**config.mk**
```make
export PLATFORM = sky130hd
export DESIGN_NAME = byte_framer
export DESIGN_NICKNAME = d
export VERILOG_FILES = /design/src/rtl/framer_pkg.sv /design/src/rtl/framer_collect.sv /design/src/rtl/framer_check.sv /design/src/rtl/framer_fwd.sv /design/src/rtl/byte_framer.sv
export SDC_FILE = /design/constraint.sdc
export NUM_CORES = 1
export LEC_CHECK = 0
export ABC_AREA = 0
export ABC_CLOCK_PERIOD_IN_PS = 2500
export CORE_MARGIN = 2
export CORE_UTILIZATION = 41
export DETAILED_ROUTE_END_ITERATION = 10
export GPL_TIMING_DRIVEN = 0
export PLACE_DENSITY = 0.62
export SETUP_SLACK_MARGIN = 0.2
export SLEW_MARGIN = 10
export SYNTH_ARGS = -nofsm -noshare
export SYNTH_HDL_FRONTEND = slang
export SYNTH_SLANG_ARGS = --single-unit
export TNS_END_PERCENT = 5
```
**constraint.sdc**
```tcl
create_clock -name clk -period 2.5 [get_ports clk]
set_input_delay 0.75 -clock clk [delete_from_list [all_inputs] [get_ports clk]]
set_output_delay 0.75 -clock clk [all_outputs]
set_load 0.005 [all_outputs]
```
**src/rtl/framer_pkg.sv**
```systemverilog
// framer_pkg: shared byte type and width for the framer blocks.
package framer_pkg;
    localparam int BYTE_W = 8;
    typedef logic [BYTE_W-1:0] byte_t;
endpackage

```
**src/rtl/framer_collect.sv**
```systemverilog
// framer_collect: writes accepted bytes into positions 0..SIZE-1 in arrival
// order. When the last position is written, it copies the whole frame into a
// hold register and pulses rdy_o one cycle later.
// Assumes: the consumers are done with the held frame before the next frame
// completes (the next frame is at least SIZE accepted bytes away).
module framer_collect
    import framer_pkg::*;
#(
    parameter int SIZE = 13
) (
    input  logic                 clk,
    input  logic                 rst_n,
    input  logic                 in_valid,
    input  byte_t                in_byte,
    output logic [SIZE*BYTE_W-1:0] frame_o,
    output logic                 rdy_o
);
    localparam int CW = (SIZE > 1) ? $clog2(SIZE) : 1;

    logic [CW-1:0] pos_q;
    byte_t         slot_q [SIZE-1];
    logic          last_w;
    logic [SIZE*BYTE_W-1:0] full_w;

    assign last_w = in_valid && (pos_q == CW'(SIZE-1));

    // Assemble the finished frame: stored slots plus the byte arriving now.
    always_comb begin
        for (int i = 0; i < SIZE-1; i++) begin
            full_w[i*BYTE_W +: BYTE_W] = slot_q[i];
        end
        full_w[(SIZE-1)*BYTE_W +: BYTE_W] = in_byte;
    end

    // Position counter: advances per accepted byte, wraps after the check byte.
    always_ff @(posedge clk) begin
        if (!rst_n) begin
            pos_q <= '0;
        end else if (in_valid) begin
            pos_q <= last_w ? '0 : pos_q + 1'b1;
        end
    end

    // Slot storage for positions 0..SIZE-2.
    always_ff @(posedge clk) begin
        if (!rst_n) begin
            for (int i = 0; i < SIZE-1; i++) slot_q[i] <= '0;
        end else if (in_valid && !last_w) begin
            slot_q[pos_q] <= in_byte;
        end
    end

    // Hold register and ready pulse for the completed frame.
    always_ff @(posedge clk) begin
        if (!rst_n) begin
            frame_o <= '0;
            rdy_o   <= 1'b0;
        end else begin
            rdy_o <= last_w;
            if (last_w) frame_o <= full_w;
        end
    end
endmodule

```
**src/rtl/framer_check.sv**
```systemverilog
// framer_check: folds the header bytes with XOR, one byte per cycle, from an
// accumulator cleared at each start, and compares the result with the check
// byte. Pulses done_o with bad_o on the cycle after the last header byte.
// Assumes: hdr_i and chk_i stay stable from start_i until done_o.
module framer_check
    import framer_pkg::*;
#(
    parameter int HSIZE = 4
) (
    input  logic                    clk,
    input  logic                    rst_n,
    input  logic                    start_i,
    input  logic [HSIZE*BYTE_W-1:0] hdr_i,
    input  byte_t                   chk_i,
    output logic                    done_o,
    output logic                    bad_o
);
    localparam int IW = (HSIZE > 1) ? $clog2(HSIZE) : 1;

    logic [IW-1:0] idx_q;
    byte_t         acc_q;
    logic          busy_q;
    byte_t         cur_w;
    byte_t         fold_w;

    assign cur_w  = hdr_i[idx_q*BYTE_W +: BYTE_W];
    assign fold_w = acc_q ^ cur_w;

    // Header walk: clear on start, fold one byte per busy cycle.
    always_ff @(posedge clk) begin
        if (!rst_n) begin
            idx_q  <= '0;
            acc_q  <= '0;
            busy_q <= 1'b0;
        end else if (start_i) begin
            idx_q  <= '0;
            acc_q  <= '0;
            busy_q <= 1'b1;
        end else if (busy_q) begin
            acc_q <= fold_w;
            if (idx_q == IW'(HSIZE-1)) begin
                busy_q <= 1'b0;
                idx_q  <= '0;
            end else begin
                idx_q <= idx_q + 1'b1;
            end
        end
    end

    // Verdict register: one-cycle done with the compare result.
    always_ff @(posedge clk) begin
        if (!rst_n) begin
            done_o <= 1'b0;
            bad_o  <= 1'b0;
        end else begin
            done_o <= busy_q && !start_i && (idx_q == IW'(HSIZE-1));
            bad_o  <= fold_w != chk_i;
        end
    end
endmodule

```
**src/rtl/framer_fwd.sv**
```systemverilog
// framer_fwd: takes ownership of a handed-over frame and publishes it on the
// verifier's verdict. A failing verdict cancels the publication and turns it
// into a failure pulse instead.
// Assumes: exactly one verdict arrives per handed-over frame.
module framer_fwd (
    input  logic clk,
    input  logic rst_n,
    input  logic start_i,
    input  logic done_i,
    input  logic bad_i,
    output logic out_valid_o,
    output logic fail_o
);
    logic active_q;

    // Ownership flag: set on hand-over, cleared once the verdict is used.
    always_ff @(posedge clk) begin
        if (!rst_n) begin
            active_q <= 1'b0;
        end else if (start_i) begin
            active_q <= 1'b1;
        end else if (done_i) begin
            active_q <= 1'b0;
        end
    end

    // Output pulses: publish a good frame, or abort and flag a bad one.
    always_ff @(posedge clk) begin
        if (!rst_n) begin
            out_valid_o <= 1'b0;
            fail_o      <= 1'b0;
        end else begin
            out_valid_o <= active_q && done_i && !bad_i;
            fail_o      <= active_q && done_i && bad_i;
        end
    end
endmodule

```
**src/rtl/byte_framer.sv**
```systemverilog
// byte_framer: top of the framer. Collection, header verification and
// forwarding run as concurrent stages on one held frame.
// Assumes: DSIZE >= 2, so a frame is released before the next one completes.
module byte_framer
    import framer_pkg::*;
#(
    parameter int HSIZE = 4,
    parameter int DSIZE = 8,
    localparam int SIZE = HSIZE + DSIZE + 1
) (
    input  logic                   clk,
    input  logic                   rst_n,
    input  logic                   in_valid,
    input  logic [7:0]             in_byte,
    output logic                   out_valid,
    output logic [SIZE*8-1:0]      out_frame,
    output logic                   chk_fail
);
    logic [SIZE*BYTE_W-1:0] frame_w;
    logic                   rdy_w;
    logic                   chk_done;
    logic                   chk_bad;

    framer_collect #(.SIZE(SIZE)) collect_i (
        .clk      (clk),
        .rst_n    (rst_n),
        .in_valid (in_valid),
        .in_byte  (in_byte),
        .frame_o  (frame_w),
        .rdy_o    (rdy_w)
    );

    framer_check #(.HSIZE(HSIZE)) check_i (
        .clk     (clk),
        .rst_n   (rst_n),
        .start_i (rdy_w),
        .hdr_i   (frame_w[HSIZE*BYTE_W-1:0]),
        .chk_i   (frame_w[SIZE*BYTE_W-1 -: BYTE_W]),
        .done_o  (chk_done),
        .bad_o   (chk_bad)
    );

    framer_fwd fwd_i (
        .clk         (clk),
        .rst_n       (rst_n),
        .start_i     (rdy_w),
        .done_i      (chk_done),
        .bad_i       (chk_bad),
        .out_valid_o (out_valid),
        .fail_o      (chk_fail)
    );

    assign out_frame = frame_w;
endmodule

```
Yosys cells after proc, flatten, opt, wreduce, memory -nomap -nowiden
Memory sizes are Yosys's and may differ from the RTL's. A register that Yosys moved wholly into a read port is not among the register bits. Cells that the tools add are included.

Register bits: 125. Bits in writable memories: 96. Bits of input ports: 11. Output and inout port bits: 106. Word-level logic and storage cells: 59. Memories kept: 1.

Memories: collect_i.slot_q (depth 12, bits a word 8, read ports 12, clocked after Yosys merged registers in 12, wr ports 12, line framer_collect.sv:21) `byte_t slot_q [SIZE-1];`.

Add/sub/neg operators: 2. Equal/unequal tests: 3. Shifts and indexed selects: 1. Multiplexer cells: 14. Bitwise logic cells: 2. Reductions and logical operators: 25.

Operator list (number): 32-bit by 6-bit indexed part select with 8-bit output (1); 1-bit logical NOT (15); 1-bit two-way mux (10); 4-bit two-way mux (2); 8-bit two-way mux (1); 8-bit inequality test (1); 8-bit OR reduction (1); 8-bit XOR (1); 1-bit logical AND (7); 4-bit by 1-bit adder with 4-bit output, second input constant (1); 4-bit == test, second input constant (1); 2-bit by 1-bit adder with 2-bit output, second input constant (1); 2-bit == test, second input constant (1); 2-bit two-way mux (1); 2-bit nonzero test (1); 2-bit OR reduction (1); 1-bit NOT (1).

Logic depth before layout (Yosys ltp)
Depth in word-level cells: 9. Depth in mapped cells: 8. Mapped depth without buffers: 6.

Hierarchy
Synthesis repeated with hierarchy kept, for this count alone.

Cell total of the unflattened synthesis: 592. Area total of the unflattened synthesis: 8102.8 µm².

By module, submodules not included: framer_collect (instances 1, cells each 504, area each 7186.9 µm², sequential area each 5064.9 µm²); framer_check (instances 1, cells each 79, area each 825.8 µm², sequential area each 260.2 µm²); framer_fwd (instances 1, cells each 9, area each 90.1 µm², sequential area each 60.1 µm²).

Least setup slack after synthesis
Ideal clock, no wire load.

Path kind: input -> register. From: in in_valid. To: mem collect_i.slot_q[5][0] (netlist bit), enable pin. Arrival time: 1.759 ns. Data required time: 2.171 ns. Slack: 0.412 ns. Cell stages on the path: 6. Buffers on the path: 2. Cell sequence: buf_2 > nand3_1 > nor2_1 > buf_2 > nand2_1 > nand2_1.

RTL lines: from (decl) (line byte_framer.sv:13) `input logic in_valid,`; to (decl) (line framer_collect.sv:21).

==> flow_metrics.tcl <==
set metrics [dict create \
    cp_max_fo 10 \
    synth.yosys.seq_area_share 0.672 \
    worstMarginPinSlew_ns 0.727 \
    hold_class "register to register" \
    routed-via-count 5416 \
    grt_pass1_vias 5470 \
    worstPathArrival_ns 2.43 \
    grtUsageTotal 0.205 \
    final_core_util 0.535 \
    grt_max_degree 15 \
    area_growth_pct 29.1 \
    avgRoutedWirePerCell_um 20.3 \
    ys.warnings.count 0 \
    globalplace.congestion 0.837 \
    ctsHoldBuffers 0 \
    hpwl_um 14300 \
    core_area_sq_mm 0.0193 \
    path_class "primary input to register" \
    synth_cells 596 \
    hold_viol 0 \
    n_antenna_cell 0 \
    die-area_sq_mm 0.0207 \
    drive_gt1_frac 0.0927 \
    num_rows 51 \
    slew_violations 0 \
    synth_cell_types 29 \
    relSlewSlack 0.516 \
    ant_nets 0 \
    min_period_ns 2.27 \
    grt_pass1_wl_um 32000 \
    synth_edf_count 96 \
    place_area_sq_mm 0.00949 \
    synthArstFlopShare 0 \
    htree_levels 1 \
    finalCritPeriodShare 0.909 \
    num-fill-cells 1589 \
    ys_ff_latch 221 \
    outcome "complete, no violations" \
    synth_common_cells "dfxtp_1 (125), a22o_1 (104), and3_1 (96), edfxtp_1 (96), clkbuf_1 (38)" \
    ios 117 \
    synth_top_area_frac 0.360 \
    overflow 0 \
    crit_chain "clkdlybuf4s50_1 -> clkbuf_2 -> buf_1 -> nand2_1" \
    clkLatencyLatePin_ns 0.51 \
    setup_tns_ns 0 \
    fin_area_sq_mm 0.0103 \
    p_leak_nw 4.16 \
    synth_ff_type "dfxtp_1" \
    drv_cap 0 \
    synth_area_leaders "edfxtp_1 (36%), dfxtp_1 (31%), a22o_1 (11%)" \
    syn_nets 612 \
    cts_tree "built" \
    fmax_mhz 440 \
    setup_viol 0 \
    remaining_drc_errors 0 \
    dr.pass1.iters 4 \
    rsz0062_at_grt "true" \
    cts.clk_slew.worst_paths_ns 0.06 \
    antenna_found_initial 0 \
    fin_skew_ns 0.00846 \
    dieWidth_um 144 \
    crit_slowest_cell "clkdlybuf4s50_1" \
    fin_nets 753 \
    cts_made_buffers 24 \
    drtIter0Drc 312 \
    syn_area_sq_mm 0.00801 \
    root_buffer "clkbuf_16" \
    yosysTopAreaCell "edfxtp_1" \
    via_per_inst 5.31 \
    cts_buffer_depth 3 \
    p_per_area_mw_per_mm2 749 \
    peakVddDrop_mv 0.490 \
    die_h_um 144 \
    cts_sinks 221 \
    synth.avg_cell_area_sq_um 13.4 \
    port_buffers 115 \
    start_util 0.414 \
    synth.most_common_cell "dfxtp_1" \
    cp.required_ns 2.66 \
    critPathLaunchType "primary input" \
    drt_wl_total_um 20700 \
    slowest_delay_ns 0.55 \
    critPathCaptureType "register" \
]
==> critical path, delay by kind of cell <==
kind,cells,cell delay [ns]
buffers and inverters,3,1.27
AND/OR/NAND/NOR,1,0.40
==> report_power, final <==
| part | switching [W] | internal (W) |
|---|---|---|
| logic | 0.000175 | 0.0000467 |
| clock network | 0.00140 | 0.00227 |
| registers | 0.0000245 | 0.00383 |
| total | 0.00159 | 0.00615 |
==> worst paths after layout <==
path / startpoint / endpoint / slack (ns) / cells past startpoint
max: rst_n / collect_i.slot_q[7][3]$_SDFFCE_PN0P_ / 0.23 / 4
min: check_i.bad_o$_SDFF_PN0_ / fwd_i.out_valid_o$_SDFF_PN0_ / 0.41 / 1
max reg2reg: collect_i.pos_q[0]$_SDFFE_PN0P_ / collect_i.slot_q[0][3]$_SDFFCE_PN0P_ / 0.28 / 6
min reg2reg: check_i.bad_o$_SDFF_PN0_ / fwd_i.out_valid_o$_SDFF_PN0_ / 0.41 / 1
==> layout by cell type, fill, tap and decap left out, drive strengths merged <==
cell type	synthesis	layout
nor4	2	2
bufinv	0	3
and2	3	3
dfxtp	125	125
nand2	36	36
nand2b	1	1
xor2	8	8
nor2b	3	3
o21a	3	3
mux4	8	8
clkinv	0	6
and4b	1	1
clkbuf	38	72
nand4	1	1
and3	96	96
nor2	16	16
a21boi	1	1
and4bb	1	1
o21ai	1	1
xnor2	18	18
nand3	4	4
clkdlybuf4s50	0	115
buf	19	19
edfxtp	96	96
a22o	104	104
ha	5	5
mux2i	3	3
inv	3	4
==> cells by family (layout without fill, tap and decap cells) <==
logic type	count (synthesis)	count (layout)	synth area share
adders and majority gates	5	5	0.00781
buffers and inverters	60	219	0.0331
DFF	221	221	0.672
and+or+nand+nor	164	164	0.113
AOI/OAI and AO/OA	109	109	0.118
xor gates and xnor gates	26	26	0.0284
muxes	11	11	0.0272
==> registers in the layout, summed over array words and instances (netlist names) <==
name and cells:
collect_i.frame_o 104, collect_i.rdy_o 1, check_i.idx_q 2, fwd_i.fail_o 1, check_i.bad_o 1, check_i.acc_q 8
fwd_i.active_q 1, collect_i.slot_q 96, check_i.busy_q 1, collect_i.pos_q 4, fwd_i.out_valid_o 1, check_i.done_o 1
==> layout make-up <==
| class | count | area (sq um) | share of cell area |
|---|---|---|---|
| inverter | 3 | 11.3 | 0.00109 |
| sequential | 221 | 5390 | 0.521 |
| clock buffer | 34 | 703 | 0.0680 |
| buffer | 57 | 258 | 0.0249 |
| multi-input combinational | 315 | 2370 | 0.229 |
| tap | 265 | 332 | 0.0321 |
| timing repair buffer | 115 | 1150 | 0.111 |
| clock inverter | 10 | 129 | 0.0125 |
==> metrics by stage <==
stage | setup slack [ns] | power (W) | instances | hold slack (ns)
floorplan | 0.412 | 0.00404 | 596 | 0.392
detailed placement | -0.503 | 0.00415 | 976 | 0.410
global placement | -0.457 | 0.00414 | 976 | 0.404
CTS | 0.129 | 0.00780 | 1020 | 0.414
finish | 0.227 | 0.00774 | 1020 | 0.410
global route | 0.146 | 0.00798 | 1020 | 0.444
==> what timing repair did <==
item / in CTS / in global routing
hold endpoints to repair: 0 / 0
pin swaps: 0 / 0
setup endpoints to repair: 72 / 97
resized for setup: 2 / 9
buffers inserted: 0 / 0
==> per-layer routing <==
layer,wire length (um),track usage
met3,1320,0.0307
met2,9800,0.328
met5,0,0
met4,486,0.0666
met1,9100,0.287
(Power assumes the default switching activity.)
